$ cat config.mk
export PLATFORM = sky130hd
export DESIGN_NAME = ptp_time_counter
export DESIGN_NICKNAME = d
export VERILOG_FILES = /design/src/rtl/ptp_tc_pkg.sv /design/src/rtl/ptp_tc_incscale.sv /design/src/rtl/ptp_tc_accum.sv /design/src/rtl/ptp_tc_regif.sv /design/src/rtl/ptp_time_counter.sv
export SDC_FILE = /design/constraint.sdc
export NUM_CORES = 1
export LEC_CHECK = 0
export ABC_CLOCK_PERIOD_IN_PS = 6400
export CAP_MARGIN = 5
export CORE_MARGIN = 2
export CORE_UTILIZATION = 62
export DETAILED_ROUTE_END_ITERATION = 6
export MAX_ROUTING_LAYER = met4
export PLACE_DENSITY = 0.89
export SYNTH_ARGS = -nofsm -noshare
export SYNTH_HDL_FRONTEND = slang
export SYNTH_SLANG_ARGS = --single-unit
$ cat constraint.sdc
create_clock -name clk -period 6.4 [get_ports clk]
set_clock_uncertainty 0.05 [all_clocks]
set_input_delay 1.92 -clock clk [delete_from_list [all_inputs] [get_ports clk]]
set_output_delay 1.92 -clock clk [all_outputs]
set_load 0.01 [all_outputs]
$ cat src/rtl/ptp_tc_pkg.sv
package ptp_tc_pkg;

    // Word addresses of the register interface
    typedef enum logic [2:0] {
        ADR_TIME_LO = 3'd0,
        ADR_TIME_HI = 3'd1,
        ADR_INC_LO  = 3'd2,
        ADR_INC_HI  = 3'd3,
        ADR_CTRL    = 3'd4
    } reg_addr_e;

    // Link-rate multiplier select
    typedef enum logic [1:0] {
        SPD_X1   = 2'd0,
        SPD_X2   = 2'd1,
        SPD_X20  = 2'd2,
        SPD_STOP = 2'd3
    } speed_e;

endpackage

$ cat src/rtl/ptp_tc_incscale.sv
module ptp_tc_incscale
    import ptp_tc_pkg::*;
#(
    parameter int INC_W = 64,
    parameter int OUT_W = INC_W + 5
) (
    input  logic [INC_W-1:0] inc_i,
    input  speed_e           speed_i,
    output logic [OUT_W-1:0] scaled_o
);

    logic [OUT_W-1:0] base_ext;

    always_comb begin
        base_ext = OUT_W'(inc_i);
        case (speed_i)
            SPD_X1:   scaled_o = base_ext;
            SPD_X2:   scaled_o = base_ext << 1;
            SPD_X20:  scaled_o = (base_ext << 4) + (base_ext << 2);
            default:  scaled_o = '0;
        endcase
    end

endmodule

$ cat src/rtl/ptp_tc_accum.sv
module ptp_tc_accum #(
    parameter int TIME_W   = 64,
    parameter int FRAC_W   = 32,
    parameter int SCALED_W = 69
) (
    input  logic                clk,
    input  logic                rst_n,
    input  logic                en_i,
    input  logic                load_i,
    input  logic [TIME_W-1:0]   load_val_i,
    input  logic [SCALED_W-1:0] scaled_i,
    output logic [TIME_W-1:0]   time_o
);

    localparam int ACC_W = TIME_W + FRAC_W;

    typedef struct packed {
        logic [ACC_W-1:0] acc;
    } acc_state_t;

    acc_state_t st_d, st_q;

    always_comb begin
        st_d = st_q;
        if (load_i) begin
            st_d.acc = {load_val_i, {FRAC_W{1'b0}}};
        end else if (en_i) begin
            st_d.acc = st_q.acc + ACC_W'(scaled_i);
        end
    end

    always_ff @(posedge clk or negedge rst_n) begin
        if (!rst_n) begin
            st_q <= '0;
        end else begin
            st_q <= st_d;
        end
    end

    assign time_o = st_q.acc[ACC_W-1:FRAC_W];

    AST_LOAD_EXACT: assert property (@(posedge clk) disable iff (!rst_n)
        load_i |=> (time_o == $past(load_val_i)) && (st_q.acc[FRAC_W-1:0] == '0));

    AST_STEP_BOUND: assert property (@(posedge clk) disable iff (!rst_n)
        !load_i |=> ((ACC_W'(time_o - $past(time_o)))
                     <= (ACC_W'($past(scaled_i)) >> FRAC_W) + ACC_W'(1)));

endmodule

$ cat src/rtl/ptp_tc_regif.sv
module ptp_tc_regif
    import ptp_tc_pkg::*;
#(
    parameter int          WORD_W   = 32,
    parameter int          ADDR_W   = 3,
    parameter int          TIME_W   = 64,
    parameter int          INC_W    = 64,
    parameter logic [63:0] BASE_INC = 64'h0000_0001_9999_9999
) (
    input  logic              clk,
    input  logic              rst_n,
    input  logic              wr_i,
    input  logic              rd_i,
    input  logic [ADDR_W-1:0] addr_i,
    input  logic [WORD_W-1:0] wdata_i,
    input  logic [TIME_W-1:0] time_i,
    output logic [WORD_W-1:0] rdata_o,
    output logic [INC_W-1:0]  inc_o,
    output logic              en_o,
    output speed_e            speed_o,
    output logic              load_o,
    output logic [TIME_W-1:0] load_val_o
);

    localparam int THI_W = TIME_W - WORD_W;
    localparam int IHI_W = INC_W - WORD_W;

    typedef struct packed {
        logic [WORD_W-1:0] pend_time_lo;
        logic [WORD_W-1:0] pend_inc_lo;
        logic [INC_W-1:0]  inc;
        logic              en;
        speed_e            speed;
        logic [THI_W-1:0]  snap_hi;
        logic [WORD_W-1:0] rdata;
    } regs_t;

    regs_t r_d, r_q;

    logic sel_tlo, sel_thi, sel_ilo, sel_ihi, sel_ctl;

    always_comb begin
        sel_tlo = (addr_i == ADDR_W'(ADR_TIME_LO));
        sel_thi = (addr_i == ADDR_W'(ADR_TIME_HI));
        sel_ilo = (addr_i == ADDR_W'(ADR_INC_LO));
        sel_ihi = (addr_i == ADDR_W'(ADR_INC_HI));
        sel_ctl = (addr_i == ADDR_W'(ADR_CTRL));
    end

    always_comb begin
        r_d = r_q;
        // read path: one registered stage
        if (rd_i) begin
            if (sel_tlo) begin
                r_d.rdata   = time_i[WORD_W-1:0];
                r_d.snap_hi = time_i[TIME_W-1:WORD_W];
            end else if (sel_thi) begin
                r_d.rdata = WORD_W'(r_q.snap_hi);
            end else if (sel_ilo) begin
                r_d.rdata = r_q.inc[WORD_W-1:0];
            end else if (sel_ihi) begin
                r_d.rdata = WORD_W'(r_q.inc[INC_W-1:WORD_W]);
            end else if (sel_ctl) begin
                r_d.rdata = {{(WORD_W-3){1'b0}}, r_q.speed, r_q.en};
            end else begin
                r_d.rdata = '0;
            end
        end
        // write path: low words wait, high words commit
        if (wr_i) begin
            if (sel_tlo) r_d.pend_time_lo = wdata_i;
            if (sel_ilo) r_d.pend_inc_lo  = wdata_i;
            if (sel_ihi) r_d.inc          = {wdata_i[IHI_W-1:0], r_q.pend_inc_lo};
            if (sel_ctl) begin
                r_d.en    = wdata_i[0];
                r_d.speed = speed_e'(wdata_i[2:1]);
            end
        end
    end

    always_ff @(posedge clk or negedge rst_n) begin
        if (!rst_n) begin
            r_q              <= '0;
            r_q.inc          <= INC_W'(BASE_INC);
            r_q.speed        <= SPD_X1;
        end else begin
            r_q <= r_d;
        end
    end

    assign load_o     = wr_i && sel_thi;
    assign load_val_o = {wdata_i[THI_W-1:0], r_q.pend_time_lo};
    assign rdata_o    = r_q.rdata;
    assign inc_o      = r_q.inc;
    assign en_o       = r_q.en;
    assign speed_o    = r_q.speed;

    AST_INC_COMMIT_ONLY: assert property (@(posedge clk) disable iff (!rst_n)
        !(wr_i && sel_ihi) |=> $stable(inc_o));

    AST_SNAP_HOLD: assert property (@(posedge clk) disable iff (!rst_n)
        !(rd_i && sel_tlo) |=> $stable(r_q.snap_hi));

    AST_RDATA_HOLD: assert property (@(posedge clk) disable iff (!rst_n)
        !rd_i |=> $stable(rdata_o));

endmodule

$ cat src/rtl/ptp_time_counter.sv
module ptp_time_counter
    import ptp_tc_pkg::*;
#(
    parameter int          WORD_W   = 32,
    parameter int          ADDR_W   = 3,
    parameter int          TIME_W   = 64,
    parameter int          FRAC_W   = 32,
    parameter logic [63:0] BASE_INC = 64'h0000_0001_9999_9999
) (
    input  logic              clk,
    input  logic              rst_n,
    input  logic              reg_wr,
    input  logic              reg_rd,
    input  logic [ADDR_W-1:0] reg_addr,
    input  logic [WORD_W-1:0] reg_wdata,
    output logic [WORD_W-1:0] reg_rdata,
    output logic [TIME_W-1:0] time_ns
);

    localparam int INC_W    = 2 * WORD_W;
    localparam int SCALED_W = INC_W + 5;

    logic [INC_W-1:0]    inc_q;
    logic                en_q;
    speed_e              speed_q;
    logic                load;
    logic [TIME_W-1:0]   load_val;
    logic [SCALED_W-1:0] scaled;

    ptp_tc_regif #(
        .WORD_W   (WORD_W),
        .ADDR_W   (ADDR_W),
        .TIME_W   (TIME_W),
        .INC_W    (INC_W),
        .BASE_INC (BASE_INC)
    ) u_regif (
        .clk        (clk),
        .rst_n      (rst_n),
        .wr_i       (reg_wr),
        .rd_i       (reg_rd),
        .addr_i     (reg_addr),
        .wdata_i    (reg_wdata),
        .time_i     (time_ns),
        .rdata_o    (reg_rdata),
        .inc_o      (inc_q),
        .en_o       (en_q),
        .speed_o    (speed_q),
        .load_o     (load),
        .load_val_o (load_val)
    );

    ptp_tc_incscale #(
        .INC_W (INC_W),
        .OUT_W (SCALED_W)
    ) u_scale (
        .inc_i    (inc_q),
        .speed_i  (speed_q),
        .scaled_o (scaled)
    );

    ptp_tc_accum #(
        .TIME_W   (TIME_W),
        .FRAC_W   (FRAC_W),
        .SCALED_W (SCALED_W)
    ) u_accum (
        .clk        (clk),
        .rst_n      (rst_n),
        .en_i       (en_q),
        .load_i     (load),
        .load_val_i (load_val),
        .scaled_i   (scaled),
        .time_o     (time_ns)
    );

    AST_DISABLED_FREEZE: assert property (@(posedge clk) disable iff (!rst_n)
        (!en_q && !load) |=> $stable(time_ns));

    AST_STOP_FREEZE: assert property (@(posedge clk) disable iff (!rst_n)
        (en_q && speed_q == SPD_STOP && !load) |=> $stable(time_ns));

endmodule

Word level (Yosys, flattened, before mapping)
Cells that the tools add are included.

word-level totals
  register bits after elaboration = 291
  latch bits = 0
  bits in writable memories = 0
  bits in read-only memories = 0
  input bits = 39
  output and inout bits = 96
  logic and storage cells = 33
  memories = 0

operators by class
  add/subtract/negate cells = 2
  multiply operators = 0
  divide/modulo/power cells = 0
  $lt $le $gt $ge = 0
  equal/unequal tests = 6
  shift operators = 0
  mux-type cells = 8
  bitwise logic cells = 0
  reductions and logical operators = 9

operators with widths
  operator              count
  $pmux W69 S3          1
  $mux W96              2
  $mux W32              4
  $add A96 B69 Y96      1
  $add A68 B66 Y69      1
  $reduce_and A2 Y1     5
  $eq A3 B2 Y1 const B  2
  $eq A3 B1 Y1 const B  1
  $eq A3 B3 Y1 const B  1
  $logic_not A3 Y1      1
  $mux W3               1
  $eq A2 B1 Y1 const B  1
  $eq A2 B2 Y1 const B  1
  $logic_not A2 Y1      1
  $reduce_bool A2 Y1    1
  $logic_and A1 B1 Y1   1

Longest topological paths before layout
Gate-level depths: netlist of run 1.

  depth after elaboration = 6
  gate-level depth with buffers = 26
  gate-level depth less buffers = 24

By module
A second synthesis of run 1 with hierarchy kept.

second synthesis, totals
  cell total of the unflattened synthesis = 2,582
  area, all modules = 23,714.0 µm²

by module, submodules not included
  module           instances  cells each  area each (µm²)  sequential area each (µm²)
  ptp_tc_regif     1          639         9,452.8          4,901.0
  ptp_tc_accum     1          1,126       9,083.7          2,402.3
  ptp_tc_incscale  1          817         5,177.5          0.0

Worst setup path before layout of run 1
Ideal clock, no wire load.

  path kind = reg-to-reg
  from = register u_regif.r_q, in the netlist u_regif.inc_o[0]
  to = register u_accum.st_q[81] (netlist bit)
  setup time = 0.082 ns
  arrival time = 5.775 ns
  required time = 6.268 ns
  slack = 0.493 ns
  stages on the path, launching flop included = 27
  path buffers = 2
  period minus slack after synthesis = 5.907 ns
  cells stage by stage = dfstp_2 > ha_1 > inv_1 > fa_1 > nor2b_1 > o2111ai_1 > a211oi_1 > o32ai_1 > o31ai_1 > a21boi_0 > o21ai_0 > a21oi_1 > mux2i_1 > a211o_1 > ha_1 > clkbuf_1 > nand4_1 > nand2b_2 > or3_4 > nor2_4 > o211a_1 > o2111ai_2 > a211oi_2 > buf_6 > o2111ai_2 > or3_1 > a31oi_1

on the way
  cells in the longest elaborated chain, start to end = 5

ends and longest elaborated chain
  item                    line                   text
  start, declared         ptp_tc_regif.sv:38     regs_t r_d, r_q;
  start signal, assigned  ptp_tc_regif.sv:87     r_q <= r_d;
  $add A68 B66 Y69        ptp_tc_incscale.sv:19  SPD_X20: scaled_o = (base_ext << 4) + (base_ext << 2);
  $pmux W69 S3 (*)        ptp_tc_incscale.sv:16  case (speed_i)
  $add A96 B69 Y96 (*)    ptp_tc_accum.sv:28     st_d.acc = st_q.acc + ACC_W'(scaled_i);
  $mux W96 (*)            ptp_tc_accum.sv:27     end else if (en_i) begin
  $mux W96 (*)            ptp_tc_accum.sv:25     if (load_i) begin
  end signal, assigned    ptp_tc_accum.sv:36     st_q <= st_d;
  end, declared           ptp_tc_accum.sv:21     acc_state_t st_d, st_q;

Every way passes the cells marked *; elsewhere a longest branch is shown, timed or not. The select of a mux whose other input is x is not followed.
A chain may end at the register's enable or synchronous reset.

Final worst setup path of run 1
  from = register u_regif.r_q, in the netlist u_regif.inc_o[0]
  to = register u_accum.st_q[85] (netlist bit)

The elaborated chain is that of the path after synthesis.

==> flow_summary.ini, run 1 <==
[detailed_routing]
ant_nets = 0
wl_met3_mm = 9.90
drc = 0
post_drt_wl_per_cell_um = 26.8
dr.max_layer_used = met4
dr.pass1.iters = 6
vias = 21300
m1WireLength_mm = 32.9
wirelength_mm = 83.7
drt_iter0_drc = 2604
wl_met2_mm = 35.7
routed_via_density = 6.83

[critical_path]
cp_slowest_cell = dfstp_2
start_kind = register
critPathKind = reg2reg
max_stage_delay_ps = 570
crit_family = compound AO/OA/AOI/OAI gates
path_max_fanout = 6
cp-end-kind = register
critPathBufInv = 4
arrival_ps = 6600
crit_required_ps = 6750

[timing]
setup_viol = 0
fin_ws_ps = 149
fmax_mhz = 160
worstMarginPinSlew_ps = 1090
maxSlewHeadroom_pct = 27.4
fin_crit_sh_pct = 97.7
slew_violations = 0
period_needed_ps = 6250
final_hold_viol_count = 0

[logic_synthesis]
synth_edf_count = 0
synth.cell_area_mm2 = 0.0226
syn-num-nets = 2716
synth_seq_cells = 291
synth_flop_cell = dfrtp_1
post_synth_xor_area_fraction_pct = 5.15
ys_seq_area_share_pct = 32.3
syn_avg_cell_area_um2 = 8.89
synth-adder-area-share_pct = 7.42
synth-simple-area-share_pct = 13.7
synth_top_family_by_area = compound AO/OA/AOI/OAI gates
async_flop_share_pct = 100
synth_cell_types = 85
netlist.area_leader.share_pct = 30.3
yosys-mux-area-fraction_pct = 13.3
yosys-top-cells-area = dfrtp_1 (30%), mux2_2 (9.0%), ha_1 (7.2%)
ys_warn_count = 0
syn_inst = 2544
synth_top_cell_by_area = dfrtp_1
synth_compound_area_share_pct = 21.0

[cells_and_area]
layout_common_cells = dfrtp_1 (271), a21oi_1 (263), nand2_1 (202), mux2_2 (181), nor2_1 (167)
final_nets = 2807
final_cells = 3125
final_layout_size_suffix_gt1_share_pct = 19.6
syn_to_final_growth_pct = 14.7
final_common_cell = dfrtp_1

[floorplanning]
die_width_um = 195
die_area_mm2 = 0.0380
start_util_pct = 63.3
ios = 135
core_area_mm2 = 0.0357
die_h_um = 195
rows = 69

[flow_run]
drv_cap = 0

[clock_network]
max-clock-path-buffers = 3
clkSinkCount = 291
clkTransAtPathRegs_ps = 60
cts_hold_buf = 0
insertion_delay_ps = 560
cts_inserted_buffers = 35
tritoncts = done
h-tree-depth = 2
root_buffer = clkbuf_16

[place]
place_ws_ps = -306
dp.cells = 3057
dp_hpwl_mm = 61.8
place.gp.congestion = 1.03
portBuffers = 134

[power_and_ir_drop]
pwr_density_cell_mw_per_mm2 = 573
peakVddDrop_mv = 0.369
leakagePower_nw = 11.4

[global_routing]
antenna_found_initial = 3
grt_pass1_vias = 20700
grt.overflow.total = 0
grt_pass1_wl_mm = 126
grt_max_degree = 137
grt_use_total_pct = 44.7

[run_status]
status = complete, no violations

[hold_path]
hp-class = reg2reg
==> metrics by stage <==
step                hold WS, ps  setup TNS (ps)  total power, W  util [%]  instance area, um2
floorplan                   396               0         0.00903         -               22600
global placement            410           -1710          0.0120      68.5               24500
detailed placement          415           -6910          0.0122      68.5               24500
CTS                         433               0          0.0144      72.0               25700
global route                469            -651          0.0157      72.6               25900
finish                      429               0          0.0149      72.6               26000
==> layout make-up <==
cell class	count	area, um2
antenna	2	5.00
sequential	291	7310
multi-input combinational	1942	14000
tap	461	577
fill	2649	9790
clock buffer	44	981
inverter	62	233
clock inverter	20	243
timing repair buffer	303	2630
==> final timing paths <==
check | startpoint | to | slack (ps) | cells after the start
worst max-delay path | u_regif.inc_o[0] | u_accum.st_q[85] | 150 | 26
worst min-delay path | u_regif.load_val_o[11] | u_accum.st_q[43] | 430 | 2
worst max register to register | u_regif.inc_o[0] | u_accum.st_q[85] | 150 | 26
worst min register to register | u_regif.load_val_o[11] | u_accum.st_q[43] | 430 | 2
max in group asynchronous | rst_n | u_regif.inc_o[39] | 3810 | 2
min in group asynchronous | rst_n | u_regif.inc_o[55] | 1300 | 1
==> power breakdown <==
group          switching (W)  internal [W]
Combinational        0.00525       0.00410
Clock               0.000868       0.00126
Sequential          0.000923       0.00247
==> sequential cells by signal, summed over array words and instances, names as in the netlist <==
signal,cells
u_regif.en_o,1
u_regif.r_q,64
u_regif.load_val_o,32
u_regif.speed_o,2
u_regif.rdata_o,32
u_regif.inc_o,64
u_accum.st_q,96
==> cells in the mapped netlist, drive strengths merged (50+ instances only) <==
cell    instances
nand2         205
a21oi         269
xnor2          83
nor2          168
o21ai         175
mux2i          64
inv            61
ha            131
buf           114
nand3          52
a21o           81
mux2          181
dfrtp         274
clkbuf        135
xor2           50
==> what timing repair did <==
action / 4_1_cts / 5_1_grt
endpoints found under the setup margin: 48 / 55
buffers inserted: 0 / 2
pin swaps: 4 / 14
resized for setup: 16 / 46
==> logic make-up (layout without fill, tap and decap cells) <==
family,Yosys count,count (layout)
buffers and inverters,311,429
AO/OA/AOI/OAI,771,771
XOR/XNOR,133,133
AND/OR/NAND/NOR,645,645
multiplexers,260,260
flip-flops,291,291
adder cells (fa/ha/maj),133,133
other,0,2
==> routing by layer <==
| layer | vias up | GRT usage (%) |
|---|---|---|
| met5 | - | - |
| met4 | 0 | 22.4 |
| met3 | 298 | 9.72 |
| met2 | 1392 | 64.3 |
| met1 | 10300 | 59.7 |
| li1 | 9331 | - |
==> worst reg2reg max path, cell delays in order, from the launching register on <==
cell and delay [ps]:
dfstp_2 570, ha_2 200, inv_1 60, fa_1 420, nor2b_2 220, o2111ai_4 160, a211oi_4 350, buf_6 170
o2111a_1 230, nor2_1 100, o31a_1 290, xnor2_2 180, a21oi_1 170, o21ai_1 100, ha_1 460, nand2_2 80
or3_4 380, or3_4 410, nor2_4 90, o211a_1 210, o2111ai_4 150, a211oi_2 230, buf_4 210, buf_6 160
o2111ai_1 130, xor2_1 230, o21ai_0 100
No activity file was read; power rests on OpenSTA's default activity.
==> inputs of run 2 (changes only) <==
--- a/config.mk
+++ b/config.mk
@@ -6,7 +6,7 @@
 export NUM_CORES = 1
 export LEC_CHECK = 0
 export ABC_CLOCK_PERIOD_IN_PS = 6400
-export CAP_MARGIN = 5
+export CAP_MARGIN = 20
 export CORE_MARGIN = 2
 export CORE_UTILIZATION = 62
 export DETAILED_ROUTE_END_ITERATION = 6
==> results of run 2 <==
The final DEF is identical to that of run 1; final timing and power are the same.
